==> config.mk <==
export PLATFORM = sky130hd
export DESIGN_NAME = lpc_target_decoder
export DESIGN_NICKNAME = d
export VERILOG_FILES = /design/src/rtl/lpcd_pkg.sv /design/src/rtl/lpcd_ack_sync.sv /design/src/rtl/lpcd_type_decode.sv /design/src/rtl/lpcd_collect.sv /design/src/rtl/lpcd_lad_drive.sv /design/src/rtl/lpc_target_decoder.sv
export SDC_FILE = /design/constraint.sdc
export NUM_CORES = 1
export LEC_CHECK = 0
export BUFFER_PORTS_ARGS = -buffer_cell sky130_fd_sc_hd__buf_2
export CORE_MARGIN = 1.5
export CORE_UTILIZATION = 59
export DETAILED_ROUTE_END_ITERATION = 12
export GPL_ROUTABILITY_DRIVEN = 0
export PLACE_DENSITY = 0.85
export SKIP_CTS_REPAIR_TIMING = 1
export SYNTH_ARGS = -nofsm -noshare
export SYNTH_HDL_FRONTEND = slang
export SYNTH_SLANG_ARGS = --single-unit
==> constraint.sdc <==
create_clock -name clk -period 3.28 [get_ports clk]
set_input_delay 0.164 -clock clk [delete_from_list [all_inputs] [get_ports clk]]
set_output_delay 0.164 -clock clk [all_outputs]
set_load 0.01 [all_outputs]
==> src/rtl/lpcd_pkg.sv <==
package lpcd_pkg;

    typedef enum logic [3:0] {
        ST_IDLE,
        ST_CTYPE,
        ST_SELECT,
        ST_ADDR,
        ST_SIZE,
        ST_WDATA,
        ST_HTAR,
        ST_WAIT,
        ST_READY,
        ST_RDATA,
        ST_PTAR
    } lpcd_state_e;

    // Nibble codes seen on or driven onto LAD
    localparam logic [3:0] NIB_START     = 4'b0000;
    localparam logic [3:0] NIB_START_FW  = 4'b1101;
    localparam logic [3:0] NIB_IO_RD     = 4'b0000;
    localparam logic [3:0] NIB_IO_WR     = 4'b0010;
    localparam logic [3:0] NIB_MEM_RD    = 4'b0100;
    localparam logic [3:0] NIB_WAIT_LONG = 4'b0110;
    localparam logic [3:0] NIB_READY     = 4'b0000;
    localparam logic [3:0] NIB_TURN      = 4'b1111;

    // Address nibble counts per cycle kind
    localparam int IO_ADDR_NIBS  = 4;
    localparam int MEM_ADDR_NIBS = 8;
    localparam int FW_ADDR_NIBS  = 7;
    localparam int HOST_TAR_CLKS = 2;

endpackage

==> src/rtl/lpcd_ack_sync.sv <==
module lpcd_ack_sync #(
    parameter int STAGES = 2
) (
    input  logic clk,
    input  logic rst_n,
    input  logic ack_in,
    output logic ack_out
);

    generate
        if (STAGES == 0) begin : g_bypass
            assign ack_out = ack_in;
        end else begin : g_chain
            logic [STAGES-1:0] chain_q;
            always_ff @(posedge clk or negedge rst_n) begin
                if (!rst_n) begin
                    chain_q <= '0;
                end else if (STAGES == 1) begin
                    chain_q <= ack_in;
                end else begin
                    chain_q <= {chain_q[STAGES-2:0], ack_in};
                end
            end
            assign ack_out = chain_q[STAGES-1];
        end
    endgenerate

endmodule

==> src/rtl/lpcd_type_decode.sv <==
module lpcd_type_decode
    import lpcd_pkg::*;
#(
    parameter int CNT_W = 4
) (
    input  logic [3:0]       ctype,
    input  logic             en_read,
    input  logic             en_memrd,
    output logic             accept,
    output logic             is_write,
    output logic [CNT_W-1:0] addr_nibs
);

    always_comb begin
        accept    = 1'b0;
        is_write  = 1'b0;
        addr_nibs = CNT_W'(IO_ADDR_NIBS);
        case (ctype)
            NIB_IO_WR: begin
                accept   = 1'b1;
                is_write = 1'b1;
            end
            NIB_IO_RD: begin
                accept = en_read;
            end
            NIB_MEM_RD: begin
                accept    = en_read && en_memrd;
                addr_nibs = CNT_W'(MEM_ADDR_NIBS);
            end
            default: begin
                accept = 1'b0;
            end
        endcase
    end

endmodule

==> src/rtl/lpcd_collect.sv <==
module lpcd_collect #(
    parameter int ADDR_W = 24,
    parameter int DATA_W = 8,
    parameter int CNT_W  = 4
) (
    input  logic              clk,
    input  logic              rst_n,
    input  logic              clr,
    input  logic              shift_en,
    input  logic              load_en,
    input  logic [CNT_W-1:0]  load_idx,
    input  logic [3:0]        nib,
    output logic [ADDR_W-1:0] addr,
    output logic [DATA_W-1:0] wdata
);

    localparam int DATA_NIBS = DATA_W / 4;

    logic [ADDR_W-1:0] addr_q;
    logic [DATA_W-1:0] wdata_q;

    always_ff @(posedge clk or negedge rst_n) begin
        if (!rst_n) begin
            addr_q <= '0;
        end else if (clr) begin
            addr_q <= '0;
        end else if (shift_en) begin
            addr_q <= {addr_q[ADDR_W-5:0], nib};
        end
    end

    always_ff @(posedge clk or negedge rst_n) begin
        if (!rst_n) begin
            wdata_q <= '0;
        end else begin
            for (int k = 0; k < DATA_NIBS; k++) begin
                if (load_en && load_idx == CNT_W'(k)) begin
                    wdata_q[4*k +: 4] <= nib;
                end
            end
        end
    end

    assign addr  = addr_q;
    assign wdata = wdata_q;

endmodule

==> src/rtl/lpcd_lad_drive.sv <==
module lpcd_lad_drive
    import lpcd_pkg::*;
#(
    parameter int DATA_W = 8,
    parameter int CNT_W  = 4
) (
    input  lpcd_state_e       state,
    input  logic [CNT_W-1:0]  cnt,
    input  logic [DATA_W-1:0] rd_buf,
    output logic [3:0]        lad_out,
    output logic              lad_oe,
    output logic              valid
);

    localparam int DATA_NIBS = DATA_W / 4;

    logic [3:0] rd_nib;

    always_comb begin
        rd_nib = '0;
        for (int k = 0; k < DATA_NIBS; k++) begin
            if (cnt == CNT_W'(k)) begin
                rd_nib = rd_buf[4*k +: 4];
            end
        end
    end

    always_comb begin
        lad_out = NIB_TURN;
        lad_oe  = 1'b0;
        valid   = 1'b0;
        unique case (state)
            ST_WAIT: begin
                lad_out = NIB_WAIT_LONG;
                lad_oe  = 1'b1;
                valid   = 1'b1;
            end
            ST_READY: begin
                lad_out = NIB_READY;
                lad_oe  = 1'b1;
            end
            ST_RDATA: begin
                lad_out = rd_nib;
                lad_oe  = 1'b1;
            end
            ST_PTAR: begin
                lad_out = NIB_TURN;
                lad_oe  = 1'b1;
            end
            default: begin
                lad_out = NIB_TURN;
                lad_oe  = 1'b0;
            end
        endcase
    end

endmodule

==> src/rtl/lpc_target_decoder.sv <==
module lpc_target_decoder
    import lpcd_pkg::*;
#(
    parameter int ADDR_W     = 24,
    parameter int DATA_W     = 8,
    parameter int ACK_STAGES = 2
) (
    input  logic              clk,
    input  logic              rst_n,
    input  logic              en_read,
    input  logic              en_memrd,
    input  logic              frame_n,
    input  logic [3:0]        lad_in,
    output logic [3:0]        lad_out,
    output logic              lad_oe,
    output logic [ADDR_W-1:0] be_addr,
    output logic              be_wr,
    output logic [DATA_W-1:0] be_wdata,
    output logic              be_valid,
    input  logic [DATA_W-1:0] be_rdata,
    input  logic              be_ack
);

    localparam int DATA_NIBS = DATA_W / 4;
    localparam int CNT_W     = $clog2(MEM_ADDR_NIBS + 1);

    lpcd_state_e       state_q, state_d;
    logic [CNT_W-1:0]  cnt_q, cnt_d;
    logic              wr_q, wr_d;
    logic              fw_q, fw_d;
    logic [DATA_W-1:0] rd_q, rd_d;
    logic              clr_addr, shift_addr, load_data;
    logic              ack_s;
    logic              t_accept, t_write;
    logic [CNT_W-1:0]  t_nibs;

    lpcd_ack_sync #(.STAGES(ACK_STAGES)) u_ack_sync (
        .clk     (clk),
        .rst_n   (rst_n),
        .ack_in  (be_ack),
        .ack_out (ack_s)
    );

    lpcd_type_decode #(.CNT_W(CNT_W)) u_type_decode (
        .ctype     (lad_in),
        .en_read   (en_read),
        .en_memrd  (en_memrd),
        .accept    (t_accept),
        .is_write  (t_write),
        .addr_nibs (t_nibs)
    );

    lpcd_collect #(.ADDR_W(ADDR_W), .DATA_W(DATA_W), .CNT_W(CNT_W)) u_collect (
        .clk      (clk),
        .rst_n    (rst_n),
        .clr      (clr_addr),
        .shift_en (shift_addr),
        .load_en  (load_data),
        .load_idx (cnt_q),
        .nib      (lad_in),
        .addr     (be_addr),
        .wdata    (be_wdata)
    );

    // Next-state decision
    always_comb begin
        state_d    = state_q;
        cnt_d      = cnt_q;
        wr_d       = wr_q;
        fw_d       = fw_q;
        rd_d       = rd_q;
        clr_addr   = 1'b0;
        shift_addr = 1'b0;
        load_data  = 1'b0;
        if (!frame_n) begin
            clr_addr = 1'b1;
            wr_d     = 1'b0;
            fw_d     = 1'b0;
            cnt_d    = '0;
            if (lad_in == NIB_START) begin
                state_d = ST_CTYPE;
            end else if (lad_in == NIB_START_FW && en_read) begin
                state_d = ST_SELECT;
                fw_d    = 1'b1;
            end else begin
                state_d = ST_IDLE;
            end
        end else begin
            unique case (state_q)
                ST_IDLE: begin
                    state_d = ST_IDLE;
                end
                ST_CTYPE: begin
                    if (t_accept) begin
                        state_d = ST_ADDR;
                        wr_d    = t_write;
                        cnt_d   = t_nibs - CNT_W'(1);
                    end else begin
                        state_d = ST_IDLE;
                    end
                end
                ST_SELECT: begin
                    state_d = ST_ADDR;
                    cnt_d   = CNT_W'(FW_ADDR_NIBS - 1);
                end
                ST_ADDR: begin
                    shift_addr = 1'b1;
                    if (cnt_q == '0) begin
                        if (wr_q) begin
                            state_d = ST_WDATA;
                            cnt_d   = '0;
                        end else if (fw_q) begin
                            state_d = ST_SIZE;
                        end else begin
                            state_d = ST_HTAR;
                            cnt_d   = CNT_W'(HOST_TAR_CLKS - 1);
                        end
                    end else begin
                        cnt_d = cnt_q - CNT_W'(1);
                    end
                end
                ST_SIZE: begin
                    state_d = ST_HTAR;
                    cnt_d   = CNT_W'(HOST_TAR_CLKS - 1);
                end
                ST_WDATA: begin
                    load_data = 1'b1;
                    if (cnt_q == CNT_W'(DATA_NIBS - 1)) begin
                        state_d = ST_HTAR;
                        cnt_d   = CNT_W'(HOST_TAR_CLKS - 1);
                    end else begin
                        cnt_d = cnt_q + CNT_W'(1);
                    end
                end
                ST_HTAR: begin
                    if (cnt_q == '0) begin
                        state_d = ST_WAIT;
                    end else begin
                        cnt_d = cnt_q - CNT_W'(1);
                    end
                end
                ST_WAIT: begin
                    if (ack_s) begin
                        state_d = ST_READY;
                        rd_d    = be_rdata;
                    end
                end
                ST_READY: begin
                    cnt_d   = '0;
                    state_d = wr_q ? ST_PTAR : ST_RDATA;
                end
                ST_RDATA: begin
                    if (cnt_q == CNT_W'(DATA_NIBS - 1)) begin
                        state_d = ST_PTAR;
                    end else begin
                        cnt_d = cnt_q + CNT_W'(1);
                    end
                end
                ST_PTAR: begin
                    state_d = ST_IDLE;
                end
                default: begin
                    state_d = ST_IDLE;
                end
            endcase
        end
    end

    // State register
    always_ff @(posedge clk or negedge rst_n) begin
        if (!rst_n) begin
            state_q <= ST_IDLE;
            cnt_q   <= '0;
            wr_q    <= 1'b0;
            fw_q    <= 1'b0;
            rd_q    <= '0;
        end else begin
            state_q <= state_d;
            cnt_q   <= cnt_d;
            wr_q    <= wr_d;
            fw_q    <= fw_d;
            rd_q    <= rd_d;
        end
    end

    // Outputs from the registered state
    lpcd_lad_drive #(.DATA_W(DATA_W), .CNT_W(CNT_W)) u_lad_drive (
        .state   (state_q),
        .cnt     (cnt_q),
        .rd_buf  (rd_q),
        .lad_out (lad_out),
        .lad_oe  (lad_oe),
        .valid   (be_valid)
    );

    assign be_wr = wr_q;

endmodule

==> impl_metrics.env <==
export IMPL_status="complete, no violations"
export IMPL_crit_family="simple AND/OR/NAND/NOR gates"
export IMPL_finalCritPeriodShare=0.796
export IMPL_ys_warnings_count=0
export IMPL_synth_top_area_cell="dfrtp_1"
export IMPL_portBuffers=56
export IMPL_grt_pass1_vias=2261
export IMPL_synth_area_um2=2860
export IMPL_grt_antenna_before_repair=0
export IMPL_tightestPinTransition_ps=901
export IMPL_setup_violations=0
export IMPL_synth_edff_count=0
export IMPL_place_ws_ps=1030
export IMPL_grt_max_degree=30
export IMPL_route_vias_total=2517
export IMPL_synth_main_ff_cell="dfrtp_1"
export IMPL_required_ps=3120
export IMPL_dp_cells=400
export IMPL_slew_violations=0
export IMPL_final_util=0.696
export IMPL_syn_num_nets=331
export IMPL_startpoint_type="flip-flop"
export IMPL_synth_area_top_cells="dfrtp_1 45%, nand2_1 7.9%, a21oi_1 6.1%"
export IMPL_ant_nets=0
export IMPL_grt_pass1_wl_um=10500
export IMPL_drc_errors=0
export IMPL_finalNonFillerCells=410
export IMPL_timing_final_ws_setup_ps=670
export IMPL_die_w_um=72.6
export IMPL_leakage_nw=1.54
export IMPL_synth_top_area_frac=0.455
export IMPL_cts_tree="built"
export IMPL_wl_um=6510
export IMPL_rsz0062_at_grt="no"
export IMPL_cts_sinks=52
export IMPL_yosysSeqAreaShare=0.455
export IMPL_arrival_ps=2450
export IMPL_synth_cell_types=60
export IMPL_dp_hpwl_um=4500
export IMPL_track_usage=0.257
export IMPL_initial_core_util=0.610
export IMPL_via_per_inst=6.14
export IMPL_maxCapViolCount=0
export IMPL_synth_seq_cells=52
export IMPL_tns_ps=0
export IMPL_peakVddDrop_mv=0.372
export IMPL_synthArstFlopShare=1.00
export IMPL_dieHeight_um=72.6
export IMPL_period_needed_ps=2610
export IMPL_crit_path_end_kind="primary output"
export IMPL_max_freq_mhz=383
export IMPL_slowest_delay_ps=510
export IMPL_rows=25
export IMPL_final_nets=377
export IMPL_rrSetupSlack_ps=960
export IMPL_crit_fanout=6
export IMPL_global_route_overflow_total=0
export IMPL_drtIter0Drc=280
export IMPL_most_common_layout_cells="60 x nand2_1, 56 x buf_2, 52 x dfrtp_1, 35 x a21oi_1"
export IMPL_antenna_cells=0
export IMPL_clockBufferDepth=2
export IMPL_clkLatencyLatePin_ps=310
export IMPL_wire_per_inst_um=15.9
export IMPL_final_common_cell="nand2_1"
export IMPL_slowest_stage="or3b_2"
export IMPL_tritoncts_num_buffers=5
export IMPL_worstHoldPathType="primary input to flip-flop"
export IMPL_synth_avg_cell_area_um2=9.26
export IMPL_relSlewSlack=0.399
export IMPL_p_per_area_nw_per_um2=353
export IMPL_fin_skew_ps=8.29
export IMPL_core_area_um2=4690
export IMPL_syn_to_final_growth_pct=14.2
export IMPL_final_cell_area_um2=3270
export IMPL_dr_pass1_iters=5
export IMPL_holdWs_ps=86.0
export IMPL_clkTransAtPathRegs_ps=100
export IMPL_htree_levels=2
export IMPL_cts_root_buffer="clkbuf_8"
export IMPL_die_area_um2=5270
export IMPL_crit_type="flip-flop to primary output"
export IMPL_crit_chain="inv_1 -> ha_1 -> or3b_2 -> nor4_1 -> a221o_1 -> buf_2"
export IMPL_fillers=359
export IMPL_dpl_cell_area_um2=3130
export IMPL_drive_gt1_frac=0.258
export IMPL_path_buf_inv=2
export IMPL_synthesis_instances=309
export IMPL_hold_viol_final=0
export IMPL_total_power_mw=1.15
export IMPL_num_io_pins=57
[cell usage after synthesis, drive strengths merged, types with 2 or more instances]
cell type / number
o32ai: 2
dfrtp: 52
nand2: 61
xnor2: 2
a221o: 4
ha: 4
a311oi: 2
buf: 13
nand2b: 9
clkbuf: 8
a311o: 3
a21o: 4
and2: 2
or2: 3
nand3: 5
o221ai: 2
or3b: 4
o211ai: 2
mux2: 14
o21ai: 11
nor3: 7
and3: 3
inv: 10
nor2b: 3
a21oi: 36
nand4: 4
a2111oi: 3
nand3b: 2
nor2: 14
[final timing paths]
path                                                         start                                 endpoint  depth (start not counted)
setup reg to reg                            state_q[0]$_DFFE_PN0P_                     cnt_q[2]$_DFFE_PN0P_                          5
max in group asynchronous                                    rst_n           u_collect.wdata[4]$_DFFE_PN0P_                          3
hold reg to reg            u_ack_sync.g_chain.chain_q[0]$_DFF_PN0_  u_ack_sync.g_chain.chain_q[1]$_DFF_PN0_                          0
hold / removal                                         be_rdata[4]                      rd_q[4]$_DFFE_PN0P_                          2
min in group asynchronous                                    rst_n           u_collect.addr[20]$_DFFE_PN0P_                          2
setup / recovery                              cnt_q[1]$_DFFE_PN0P_                               lad_out[0]                          6
[flip-flops by register name, indices dropped and copies added, names as in the netlist]
register,count
be_wr,1
cnt_q,4
fw_q,1
rd_q,8
state_q,4
u_ack_sync.g_chain.chain_q,2
u_collect.addr,24
u_collect.wdata,8
[power by group]
part	leakage, nW	total, mW	internal [mW]	switching, mW
Clock	0.0600	0.452	0.231	0.220
Combinational	0.757	0.0536	0.0171	0.0365
Sequential	0.722	0.646	0.643	0.00317
Total	1.54	1.15	0.891	0.260
[per-layer routing]
metal,GRT usage,routed length [µm],up-vias
li1,-,-,1187
met2,0.409,3180,114
met5,0,0,-
met4,0.0922,134,0
met3,0.0525,438,17
met1,0.354,2750,1199
[cell families (layout without fill, tap and decap cells)]
logic type | Yosys count | in the layout | synth area share
AOI/OAI and AO/OA | 84 | 84 | 0.203
and+or+nand+nor | 122 | 122 | 0.213
buffers and inverters | 31 | 78 | 0.0507
muxes | 14 | 14 | 0.0551
DFF | 52 | 52 | 0.455
adders and majority gates | 4 | 4 | 0.0175
xor gates and xnor gates | 2 | 2 | 0.00613
[layout make-up]
| type | count | area (µm²) | share of cell area |
|---|---|---|---|
| Multi-Input combinational cell | 226 | 1430 | 0.438 |
| Sequential cell | 52 | 1300 | 0.398 |
| Timing Repair Buffer | 60 | 315 | 0.0966 |
| Clock buffer | 5 | 68.8 | 0.0211 |
| Tap cell | 54 | 67.6 | 0.0207 |
| Clock inverter | 3 | 46.3 | 0.0142 |
| Inverter | 10 | 37.5 | 0.0115 |
Note: power is estimated with default switching activity, not from simulation.
